===== src/rtl/prio_irq_pkg.sv =====
package prio_irq_pkg;

   localparam int REG_W        = 32;
   localparam int MODE_FIELD_W = 2;
   localparam int LVL_SLOT_W   = 8;
   localparam int SRC_PER_MODE = REG_W / MODE_FIELD_W;
   localparam int LVL_WORDS    = 8;
   localparam int CLR_IDX_W    = 5;
   localparam int CLR_GO_BIT   = 8;
   localparam int ST_LVL_LSB   = 8;
   localparam int ST_NONE_BIT  = 16;

   typedef enum logic [4:0] {
      RA_ENABLE = 5'd0,
      RA_MODE0  = 5'd1,
      RA_MODE1  = 5'd2,
      RA_LVL0   = 5'd8,
      RA_THRESH = 5'd16,
      RA_ECLR   = 5'd17,
      RA_STATUS = 5'd18
   } reg_addr_e;

   typedef enum logic [1:0] {
      TRIG_LOW  = 2'd0,
      TRIG_HIGH = 2'd1,
      TRIG_FALL = 2'd2,
      TRIG_RISE = 2'd3
   } trig_mode_e;

endpackage


===== src/rtl/prio_irq_regs.sv =====
module prio_irq_regs
   import prio_irq_pkg::*;
#(
   parameter int NUM_SRC = 32,
   parameter int LVL_W   = 3,
   parameter int ADDR_W  = 5
) (
   input  logic                       clk,
   input  logic                       rst_n,
   input  logic [ADDR_W-1:0]          addr,
   input  logic [REG_W-1:0]           wdata,
   input  logic                       we,
   input  logic [REG_W-1:0]           status_word,
   output logic [REG_W-1:0]           rdata,
   output logic                       ctrl_en,
   output logic [NUM_SRC*2-1:0]       mode_flat,
   output logic [NUM_SRC*LVL_W-1:0]   lvl_flat,
   output logic [LVL_W-1:0]           thresh,
   output logic [NUM_SRC-1:0]         clr_vec
);

   localparam int MODE_WORDS = 2;

   logic [REG_W-1:0] en_w;
   logic [REG_W-1:0] thr_w;
   logic [REG_W-1:0] mode_w [MODE_WORDS];
   logic [REG_W-1:0] lvl_w  [LVL_WORDS];

   logic hit_en, hit_thr, hit_lvl, hit_clr;
   logic [MODE_WORDS-1:0] hit_mode;
   logic [2:0] lvl_sel;

   assign hit_en      = we && (addr == ADDR_W'(RA_ENABLE));
   assign hit_thr     = we && (addr == ADDR_W'(RA_THRESH));
   assign hit_mode[0] = we && (addr == ADDR_W'(RA_MODE0));
   assign hit_mode[1] = we && (addr == ADDR_W'(RA_MODE1));
   assign hit_lvl     = we && (addr[ADDR_W-1:3] == (ADDR_W-3)'(RA_LVL0 >> 3));
   assign hit_clr     = we && (addr == ADDR_W'(RA_ECLR)) && wdata[CLR_GO_BIT];
   assign lvl_sel     = addr[2:0];

   always_ff @(posedge clk or negedge rst_n) begin
      if (!rst_n) begin
         en_w  <= '0;
         thr_w <= '0;
         for (int m = 0; m < MODE_WORDS; m++) mode_w[m] <= '0;
         for (int w = 0; w < LVL_WORDS; w++)  lvl_w[w]  <= '0;
      end else begin
         if (hit_en)  en_w  <= wdata;
         if (hit_thr) thr_w <= wdata;
         for (int m = 0; m < MODE_WORDS; m++)
            if (hit_mode[m]) mode_w[m] <= wdata;
         if (hit_lvl) lvl_w[lvl_sel] <= wdata;
      end
   end

   always_comb begin
      rdata = '0;
      if (addr[ADDR_W-1:3] == (ADDR_W-3)'(RA_LVL0 >> 3)) begin
         rdata = lvl_w[lvl_sel];
      end else begin
         case (addr)
            ADDR_W'(RA_ENABLE): rdata = en_w;
            ADDR_W'(RA_MODE0):  rdata = mode_w[0];
            ADDR_W'(RA_MODE1):  rdata = mode_w[1];
            ADDR_W'(RA_THRESH): rdata = thr_w;
            ADDR_W'(RA_STATUS): rdata = status_word;
            default:            rdata = '0;
         endcase
      end
   end

   assign ctrl_en = en_w[0];
   assign thresh  = thr_w[LVL_W-1:0];

   for (genvar n = 0; n < NUM_SRC; n++) begin : g_field
      localparam int MW  = n / SRC_PER_MODE;
      localparam int MO  = (n % SRC_PER_MODE) * MODE_FIELD_W;
      localparam int LWD = (n % 16) / 2;
      localparam int LO  = (n / 16) * 16 + (n % 2) * LVL_SLOT_W;
      assign mode_flat[n*2 +: 2]         = mode_w[MW][MO +: 2];
      assign lvl_flat[n*LVL_W +: LVL_W]  = lvl_w[LWD][LO +: LVL_W];
      assign clr_vec[n] = hit_clr && (wdata[CLR_IDX_W-1:0] == CLR_IDX_W'(n));
   end

   AST_CLR_ONEHOT: assert property (@(posedge clk) disable iff (!rst_n)
      $onehot0(clr_vec)) else $error("clear hits more than one source");
   AST_EN_HOLD: assert property (@(posedge clk) disable iff (!rst_n)
      !(we && addr == ADDR_W'(RA_ENABLE)) |=> $stable(ctrl_en))
      else $error("enable changed without a write");

endmodule


===== src/rtl/prio_irq_detect.sv =====
module prio_irq_detect
   import prio_irq_pkg::*;
#(
   parameter int NUM_SRC     = 32,
   parameter int SYNC_STAGES = 2
) (
   input  logic                 clk,
   input  logic                 rst_n,
   input  logic [NUM_SRC-1:0]   irq_in,
   input  logic [NUM_SRC*2-1:0] mode_flat,
   input  logic [NUM_SRC-1:0]   clr_vec,
   output logic [NUM_SRC-1:0]   pend
);

   logic [NUM_SRC-1:0] s_now;
   logic [NUM_SRC-1:0] s_prev;
   logic [NUM_SRC-1:0] lvl_q;
   logic [NUM_SRC-1:0] edge_q;
   logic [NUM_SRC-1:0] is_edge;
   logic [NUM_SRC-1:0] act_hi;

   if (SYNC_STAGES == 0) begin : g_nosync
      assign s_now = irq_in;
   end else begin : g_sync
      logic [SYNC_STAGES-1:0][NUM_SRC-1:0] chain;
      always_ff @(posedge clk or negedge rst_n) begin
         if (!rst_n) chain <= '0;
         else begin
            chain[0] <= irq_in;
            for (int k = 1; k < SYNC_STAGES; k++) chain[k] <= chain[k-1];
         end
      end
      assign s_now = chain[SYNC_STAGES-1];
   end

   for (genvar n = 0; n < NUM_SRC; n++) begin : g_src
      logic hit;
      assign is_edge[n] = mode_flat[n*2+1];
      assign act_hi[n]  = mode_flat[n*2];
      assign hit = act_hi[n] ? (s_now[n] & ~s_prev[n]) : (~s_now[n] & s_prev[n]);

      always_ff @(posedge clk or negedge rst_n) begin
         if (!rst_n) begin
            s_prev[n] <= 1'b0;
            lvl_q[n]  <= 1'b0;
            edge_q[n] <= 1'b0;
         end else begin
            s_prev[n] <= s_now[n];
            lvl_q[n]  <= act_hi[n] ? s_now[n] : ~s_now[n];
            if (!is_edge[n])     edge_q[n] <= 1'b0;
            else if (hit)        edge_q[n] <= 1'b1;
            else if (clr_vec[n]) edge_q[n] <= 1'b0;
         end
      end

      assign pend[n] = is_edge[n] ? edge_q[n] : lvl_q[n];

      AST_EDGE_STICKY: assert property (@(posedge clk) disable iff (!rst_n)
         (edge_q[n] && !clr_vec[n] && is_edge[n]) |=> edge_q[n])
         else $error("edge flag lost without clear");
      AST_LEVEL_NO_LATCH: assert property (@(posedge clk) disable iff (!rst_n)
         !is_edge[n] |=> !edge_q[n])
         else $error("edge flag held in level mode");
   end

endmodule


===== src/rtl/prio_irq_arb.sv =====
module prio_irq_arb
   import prio_irq_pkg::*;
#(
   parameter int NUM_SRC = 32,
   parameter int LVL_W   = 3,
   localparam int IDX_W  = $clog2(NUM_SRC)
) (
   input  logic                     clk,
   input  logic                     rst_n,
   input  logic [NUM_SRC-1:0]       pend,
   input  logic [NUM_SRC*LVL_W-1:0] lvl_flat,
   input  logic [LVL_W-1:0]         thresh,
   output logic                     found,
   output logic [IDX_W-1:0]         win_idx,
   output logic [LVL_W-1:0]         win_lvl
);

   logic [LVL_W-1:0]   lvl_a [NUM_SRC];
   logic [NUM_SRC-1:0] elig;

   for (genvar n = 0; n < NUM_SRC; n++) begin : g_elig
      assign lvl_a[n] = lvl_flat[n*LVL_W +: LVL_W];
      assign elig[n]  = pend[n] && (lvl_a[n] != '0) && (lvl_a[n] > thresh);
   end

   always_comb begin
      found   = 1'b0;
      win_idx = '0;
      win_lvl = '0;
      for (int i = NUM_SRC - 1; i >= 0; i--) begin
         if (elig[i] && (!found || lvl_a[i] >= win_lvl)) begin
            found   = 1'b1;
            win_lvl = lvl_a[i];
            win_idx = IDX_W'(i);
         end
      end
   end

   AST_WIN_PENDING: assert property (@(posedge clk) disable iff (!rst_n)
      found |-> pend[win_idx]) else $error("winner not pending");
   AST_WIN_NONZERO: assert property (@(posedge clk) disable iff (!rst_n)
      found |-> (win_lvl != '0)) else $error("level 0 winner");
   AST_WIN_ABOVE_MASK: assert property (@(posedge clk) disable iff (!rst_n)
      found |-> (win_lvl > thresh)) else $error("winner under threshold");

endmodule


===== src/rtl/prio_irq_ctrl.sv =====
module prio_irq_ctrl
   import prio_irq_pkg::*;
#(
   parameter int NUM_SRC     = 32,
   parameter int LVL_W       = 3,
   parameter int ADDR_W      = 5,
   parameter int SYNC_STAGES = 2
) (
   input  logic               clk,
   input  logic               rst_n,
   input  logic [NUM_SRC-1:0] irq_in,
   input  logic [ADDR_W-1:0]  bus_addr,
   input  logic [31:0]        bus_wdata,
   input  logic               bus_we,
   output logic [31:0]        bus_rdata,
   output logic               irq_o
);

   localparam int IDX_W = $clog2(NUM_SRC);

   if (NUM_SRC < 2 || NUM_SRC > 32) begin : g_bad_src
      $error("NUM_SRC must lie in 2..32");
   end
   if (LVL_W < 1 || LVL_W > 3) begin : g_bad_lvl
      $error("LVL_W must lie in 1..3");
   end
   if (ADDR_W < 5) begin : g_bad_addr
      $error("ADDR_W must be at least 5");
   end
   if (SYNC_STAGES < 0 || SYNC_STAGES > 4) begin : g_bad_sync
      $error("SYNC_STAGES must lie in 0..4");
   end

   logic                     ctrl_en;
   logic [NUM_SRC*2-1:0]     mode_flat;
   logic [NUM_SRC*LVL_W-1:0] lvl_flat;
   logic [LVL_W-1:0]         thresh;
   logic [NUM_SRC-1:0]       clr_vec;
   logic [NUM_SRC-1:0]       pend;
   logic                     found;
   logic [IDX_W-1:0]         win_idx;
   logic [LVL_W-1:0]         win_lvl;
   logic [31:0]              status_word;

   prio_irq_regs #(.NUM_SRC(NUM_SRC), .LVL_W(LVL_W), .ADDR_W(ADDR_W)) u_regs (
      .clk(clk), .rst_n(rst_n), .addr(bus_addr), .wdata(bus_wdata), .we(bus_we),
      .status_word(status_word), .rdata(bus_rdata), .ctrl_en(ctrl_en),
      .mode_flat(mode_flat), .lvl_flat(lvl_flat), .thresh(thresh), .clr_vec(clr_vec)
   );

   prio_irq_detect #(.NUM_SRC(NUM_SRC), .SYNC_STAGES(SYNC_STAGES)) u_detect (
      .clk(clk), .rst_n(rst_n), .irq_in(irq_in), .mode_flat(mode_flat),
      .clr_vec(clr_vec), .pend(pend)
   );

   prio_irq_arb #(.NUM_SRC(NUM_SRC), .LVL_W(LVL_W)) u_arb (
      .clk(clk), .rst_n(rst_n), .pend(pend), .lvl_flat(lvl_flat), .thresh(thresh),
      .found(found), .win_idx(win_idx), .win_lvl(win_lvl)
   );

   always_comb begin
      status_word = '0;
      if (ctrl_en && found) begin
         status_word[ST_LVL_LSB +: LVL_W] = win_lvl;
         status_word[0 +: IDX_W]          = win_idx;
      end else begin
         status_word[ST_NONE_BIT] = 1'b1;
      end
   end

   assign irq_o = ctrl_en && found;

   AST_IRQ_GATED: assert property (@(posedge clk) disable iff (!rst_n)
      irq_o |-> ctrl_en) else $error("irq while disabled");
   AST_IRQ_MATCH_FLAG: assert property (@(posedge clk) disable iff (!rst_n)
      irq_o != status_word[ST_NONE_BIT]) else $error("flag and irq disagree");

endmodule


===== config.mk =====
export PLATFORM = sky130hd
export DESIGN_NAME = prio_irq_ctrl
export DESIGN_NICKNAME = d
export VERILOG_FILES = /design/src/rtl/prio_irq_pkg.sv /design/src/rtl/prio_irq_regs.sv /design/src/rtl/prio_irq_detect.sv /design/src/rtl/prio_irq_arb.sv /design/src/rtl/prio_irq_ctrl.sv
export SDC_FILE = /design/constraint.sdc
export NUM_CORES = 1
export LEC_CHECK = 0
export ABC_CLOCK_PERIOD_IN_PS = 139600
export BUFFER_PORTS_ARGS = -buffer_cell sky130_fd_sc_hd__clkbuf_2
export CORE_ASPECT_RATIO = 1.5
export CORE_MARGIN = 5
export CORE_UTILIZATION = 52
export CTS_CLUSTER_SIZE = 28
export DETAILED_ROUTE_END_ITERATION = 10
export PLACE_DENSITY = 0.68
export SLEW_MARGIN = 20
export SYNTH_ARGS = -nofsm -noshare
export SYNTH_HDL_FRONTEND = slang
export SYNTH_SLANG_ARGS = --single-unit

===== constraint.sdc =====
create_clock -name clk -period 139.6 [get_ports clk]
set_input_delay 13.96 -clock clk [delete_from_list [all_inputs] [get_ports clk]]
set_output_delay 13.96 -clock clk [all_outputs]
set_load 0.01 [all_outputs]

## After elaboration in Yosys (flattened, before gate mapping)

Cells that the tools add are included.

- Reduce and logical (&&, ||, !) cells: 232
- Order comparisons: 65
- Mux-type cells: 299
- Equality and inequality tests: 69
- Bitwise operators: 129

Operators with widths:

| cell | number |
|---|---|
| bitwise mux 256 bit | 1 |
| two-way mux 1 bit | 225 |
| two-way mux 5 bit | 33 |
| case mux 32 bit (5 select lines) | 1 |
| logical AND 1 bit | 136 |
| two-way mux 32 bit | 4 |
| two-way mux 3 bit | 33 |
| binary-select mux 32 bit (select 3 bit) | 1 |
| demux 32 bit (select 3 bit) | 1 |
| greater-than comparator 3 bit | 32 |
| != test 3 x 2 -> 1 bit, second input constant | 32 |
| nonzero test 3 bit | 32 |
| equality test 5 bit, second input constant | 19 |
| greater-or-equal comparator 3 bit | 31 |
| bitwise AND 1 bit | 64 |
| NOT 1 bit | 64 |
| equality test 5 x 4 -> 1 bit, second input constant | 8 |
| zero test 1 bit | 31 |
| logical OR 1 bit | 31 |
| equality test 5 x 3 -> 1 bit, second input constant | 4 |
| equality test 5 x 2 -> 1 bit, second input constant | 3 |
| equality test 5 x 1 -> 1 bit, second input constant | 2 |
| zero test 5 bit | 2 |
| greater-or-equal comparator 4 bit, second input constant | 1 |
| other kinds (3) | 3 |

- Bits in registers: 544
- Input bits: 72

## Logic depth before layout (Yosys ltp)

- Depth in word-level cells: 132
- Depth in mapped cells: 229
- Gate-level depth less buffers: 227

## Modules after synthesis

Synthesis repeated with hierarchy kept, for this count alone.

- Cells, all modules: 2868
- Area, all modules: 31951.9 um2

By module, submodules not included:

| module | instances | sequential area each (um2) | cells each | area an instance (um2) |
|---|---|---|---|---|
| prio_irq_regs | 1 | 9609.2 | 1438 | 18417.7 |
| prio_irq_arb | 1 | 0.0 | 1066 | 7826.3 |
| prio_irq_detect | 1 | 4003.8 | 353 | 5642.9 |
| prio_irq_ctrl | 1 | 0.0 | 11 | 65.1 |

## Worst setup path before layout

Ideal clock, no wire load.

- Kind: reg2out
- Start: register u_regs.thr_w[2]
- End: output bus_rdata[2]
- Required time: 125.640 ns
- Stages on the path, launching flop included: 220
- Path slack: 85.456 ns
- Data arrival time: 40.184 ns
- Cell sequence: dfrtp_1 -> inv_1 -> ha_1 -> nand3_1 -> o311ai_4 -> nor2_1 -> nand2_1 -> ha_1 -> a21o_1 -> a31oi_1 -> or3_1 -> nand3_1 -> nand2_1 -> ha_1 -> nand2b_1 -> a21o_1 -> a21oi_1 -> a21o_1 -> [... 184 more ...] -> mux2i_1 -> ha_1 -> nand2b_1 -> a21oi_1 -> nor2b_1 -> o31ai_1 -> nor2_1 -> a21oi_1 -> o21ai_1 -> ha_1 -> nand2b_1 -> a21o_1 -> a21o_1 -> nand2_1 -> and4_1 -> and2_1 -> nand2_1 -> o311ai_0

- Longest elaborated chain between the ends: 131

RTL lines:

| item | RTL line | text |
|---|---|---|
| from (decl) | prio_irq_regs.sv:25 | `logic [REG_W-1:0] thr_w;` |
| from (signal assigned) | prio_irq_regs.sv:49 | `if (hit_thr) thr_w <= wdata;` |
| greater-than comparator 3 bit | prio_irq_arb.sv:23 | `assign elig[n] = pend[n] && (lvl_a[n] != '0) && (lvl_a[n] > thresh);` |
| logical AND 1 bit | prio_irq_arb.sv:23 |  |
| two-way mux 3 bit / two-way mux 1 bit (equally long branches) | prio_irq_arb.sv:31 | `if (elig[i] && (!found \|\| lvl_a[i] >= win_lvl)) begin` |
| greater-or-equal comparator 3 bit / zero test 1 bit (equally long branches) | prio_irq_arb.sv:31 |  |
| logical OR 1 bit | prio_irq_arb.sv:31 |  |
| logical AND 1 bit | prio_irq_arb.sv:31 |  |
| two-way mux 3 bit / two-way mux 1 bit (equally long branches) | prio_irq_arb.sv:31 |  |
| greater-or-equal comparator 3 bit / zero test 1 bit (equally long branches) | prio_irq_arb.sv:31 |  |
| [... 115 more ...] | n/a |  |
| greater-or-equal comparator 3 bit / zero test 1 bit (equally long branches) | prio_irq_arb.sv:31 |  |
| logical OR 1 bit | prio_irq_arb.sv:31 |  |
| logical AND 1 bit | prio_irq_arb.sv:31 |  |
| two-way mux 1 bit | prio_irq_arb.sv:31 |  |
| logical AND 1 bit | prio_irq_ctrl.sv:63 | `if (ctrl_en && found) begin` |
| two-way mux 5 bit | prio_irq_ctrl.sv:63 |  |
| case mux 32 bit (5 select lines) * | prio_irq_regs.sv:61 | `case (addr)` |
| two-way mux 32 bit * | prio_irq_regs.sv:58 | `if (addr[ADDR_W-1:3] == (ADDR_W-3)'(RA_LVL0 >> 3)) begin` |
| to (decl) | prio_irq_ctrl.sv:15 | `output logic [31:0] bus_rdata,` |

Mark *: on every way between the ends. The rest lies on a longest branch, timed or not.

## Worst setup path after layout

Ends and elaborated chain as after synthesis.

==> reports/metrics.csv <==
stage;metric;value;unit
finish;FILL cells;4879;
floorplan;Die H;302;um
sta;setup_tns;0;ps
cts;depth of the CTS H-tree;2;
pwr;Logic pwr share;53.9;%
drt;initial drt markers;1648;
drt;WL per Instance;27.3;um
critical_path;Crit Reg-Reg Endpoint;u_regs.thr_w[0]$_DFFE_PN0P_;
synth;Cells after Synth;2719;
global_route;initial antenna violation count;6;
cts;Clock Latency Late Sink;610;ps
hold_path;Hold Path Class;reg -> reg;
synth;ranking of synthesized cells by area;dfrtp_1 (46%), mux2_2 (13%), ha_1 (7.1%);
pwr;clock share of power;19.2;%
synth;post-synth cell types;99;
finish;share of cells above drive strength 1;23.1;%
finish;Finished Layout Cells;3582;
global_route;GRT overflow;0;
finish;Layout Nets;3013;
floorplan;die width;204;um
pwr;Leakage Power;14.5;nW
global_route;number of global-route vias before repair;24100;
critical_path;CP peak stage delay;700;ps
drt;# DRC;0;
cts;post-CTS resize count;0;
synth;cell taking the most area after synthesis;dfrtp_1;
floorplan;die area;61700;um^2
place;DP HPWL;67.8;mm
place;placed cell areas;30800;um^2
synth;async set-reset flop share out of synthesis;100;%
synth;net count after synthesis;2958;
pwr;Seq pwr share;26.9;%
pwr;VDD IR max;17.8;uV
drt;aggregate routed wire length;97.8;mm
cts;total CTS buffers;50;
critical_path;crit start category;flop;
drt;vias;23300;
cts;cts hold-fix bufs;0;
drt;TritonRoute pass-1 iters;5;
cts;clk sinks;544;
floorplan;Core Box Area;56500;um^2
critical_path;worst reg2reg startpoint;u_regs.thr_w[0]$_DFFE_PN0P_;
critical_path;R2R Setup Slk;138420;ps
pwr;Switch Pwr;0.338;mW
sta;Final Hold Fails;0;
floorplan;Starting Density;52.2;%
critical_path;Critical Path RT;125640;ps
job;Max-cap violations;0;
sta;Final min period;60090;ps
synth;top cells by count, synth;dfrtp_1 (544), mux2_2 (350), nand2_1 (192), a22oi_1 (183), ha_1 (167);
critical_path;arrival time worst endpoint;46130;ps
drt;remaining antenna violation count after routing;0;
pwr;Pwr Total;0.790;mW
synth;yosys warns;0;
pwr;switching fraction of total power;42.7;%
sta;Worst-Margin Slew;1180;ps
drt;vias per inst;6.50;
sta;fmax;0.0166;GHz
floorplan;Core Rows;107;
pwr;cell area power density;24.2;nW/um^2
place;IO Port Bufs;104;
sta;Final setup viols;0;
synth;post-synth top area share;46.1;%
critical_path;reg2reg path depth;2;
synth;syn avg cell area;10.8;um^2
synth;Synth Register Bits;544;
synth;Post-synth EDFFs;0;
finish;Biggest register;u_regs.lvl_w;
hold_path;HP Start;u_detect.g_sync.chain[29]$_DFF_PN0_;
synth;mapped cell area;29500;um^2
hold_path;WHS Endpoint;u_detect.s_now[29]$_DFF_PN0_;
floorplan;Boundary Pins;105;
synth;register area share after synthesis;46.1;%
global_route;largest net degree at the start of global routing;143;
synth;Top FF cell, synth;dfrtp_1;
sta;max-slew violations;0;
cts;clock-pin slew on the worst setup and hold paths;70;ps
finish;max reg flops;160;
place;placed cell count;3485;
sta;final worst-path cycle share;43.0;%
finish;Area Overhead vs Synth;10.8;%
global_route;first-pass GRT wire length;147;mm
cts;CTS tree;yes;
synth;most instantiated library cell after synthesis;dfrtp_1;
cts;clk buf depth;3;
critical_path;crit end category;primary output;
hold_path;Hold Crit Depth;0;
cts;Post-CTS Setup Repair Bufs;0;
sta;Hold WS;345;ps
critical_path;crit-path most repeated cell;ha_1;
finish;design area;32700;um^2
critical_path;crit path max fanout;10;
critical_path;WS Path Type;reg -> out;
pwr;Pint;0.452;mW
cts;Root Buffer;clkbuf_16;
sta;unrepaired setup endpoints after global routing;false;
global_route;Tot GR Track Use;31.4;%
critical_path;worst-path cell with the longest stage delay;o31ai_1;
sta;Worst slew margin;21.3;%
status;status;finished clean;
sta;Worst Skew;49.2;ps
place;RD Place Congestion;0.990;
==> critical path: cells and delay by family (launching register included) <==
| kind | cells | cell delay, ps |
|---|---|---|
| AO/OA/AOI/OAI | 91 | 20070 |
| adder cells (fa/ha/maj) | 32 | 8640 |
| buffers and inverters | 9 | 920 |
| flip-flops | 1 | 370 |
| multiplexers | 8 | 2880 |
| AND/OR/NAND/NOR | 79 | 12520 |
==> final cells by class <==
class	instances	area, um^2	share of cell area (%)
clock inverters	29	475	1.45
clock buffers	62	1370	4.18
well taps	763	955	2.92
flip-flops and latches	544	13600	41.6
diodes	6	15.0	0.0459
repair buffers	138	802	2.45
multi-input cells	1938	15100	46.1
inverters	102	383	1.17
==> power groups by stage <==
stage / sequential (mW) / combinational, mW / clock [mW]
2_1_floorplan: 0.203 / 0.311 / 0
3_3_place_gp: 0.213 / 0.406 / 0
3_5_place_dp: 0.215 / 0.418 / 0
4_1_cts: 0.212 / 0.422 / 0.154
5_1_grt: 0.215 / 0.472 / 0.161
6_report: 0.213 / 0.426 / 0.152
==> layer usage <==
metal	share of wire, %	track usage, %
met5	0	0
met4	9.0	22.5
met3	5.9	4.47
met2	49	53.9
met1	36	35.7
==> layout by cell type, fill, tap and decap left out, types with 18 or more instances in the layout <==
| master | netlist | final |
|---|---|---|
| a21oi_1 | 97 | 97 |
| nand4_1 | 35 | 35 |
| buf_4 | 0 | 32 |
| and2_1 | 18 | 18 |
| clkbuf_16 | 0 | 50 |
| a31oi_1 | 20 | 20 |
| a22oi_1 | 183 | 183 |
| nor3_1 | 38 | 33 |
| a21boi_0 | 38 | 38 |
| mux2_2 | 350 | 350 |
| nor2b_1 | 32 | 31 |
| o211ai_1 | 18 | 18 |
| mux2i_1 | 30 | 30 |
| nand2b_1 | 41 | 41 |
| o21ai_0 | 139 | 139 |
| clkbuf_2 | 1 | 103 |
| a311oi_1 | 24 | 24 |
| dfrtp_1 | 544 | 544 |
| nor2_1 | 118 | 113 |
| xnor2_1 | 32 | 32 |
| nand2_1 | 192 | 188 |
| ha_1 | 167 | 167 |
| nand3_1 | 72 | 72 |
| o21a_1 | 40 | 40 |
| a21o_1 | 31 | 31 |
| inv_1 | 102 | 102 |
==> kinds of logic after synthesis <==
logic type | share of synthesized area (%)
buffers and inverters | 3.05
DFF | 46.1
xor gates and xnor gates | 0.950
adders and majority gates | 7.08
muxes | 14.6
and+or+nand+nor | 10.1
AOI/OAI and AO/OA | 18.1
==> metrics by stage <==
stage,setup WS (ps),utilization (%)
6_report,79510,57.9
2_1_floorplan,85460,-
4_1_cts,79790,57.8
3_3_place_gp,82280,54.6
5_1_grt,75900,57.9
3_5_place_dp,80550,54.6
==> worst max-delay path by stage <==
| stage | startpoint | to | slack [ps] |
|---|---|---|---|
| after CTS | u_regs.thr_w[2]$_DFFE_PN0P_ | bus_rdata[2] | 79790 |
| after floorplan | u_regs.thr_w[2]$_DFFE_PN0P_ | bus_rdata[2] | 85460 |
| after global routing | u_regs.thr_w[2]$_DFFE_PN0P_ | bus_rdata[2] | 75900 |
| after detailed placement | u_regs.lvl_flat[93]$_DFFE_PN0P_ | bus_rdata[2] | 80550 |
| final | u_regs.thr_w[2]$_DFFE_PN0P_ | bus_rdata[2] | 79510 |
| after global placement | u_regs.lvl_flat[93]$_DFFE_PN0P_ | bus_rdata[4] | 82280 |
Power figures use the tool's default switching activity.
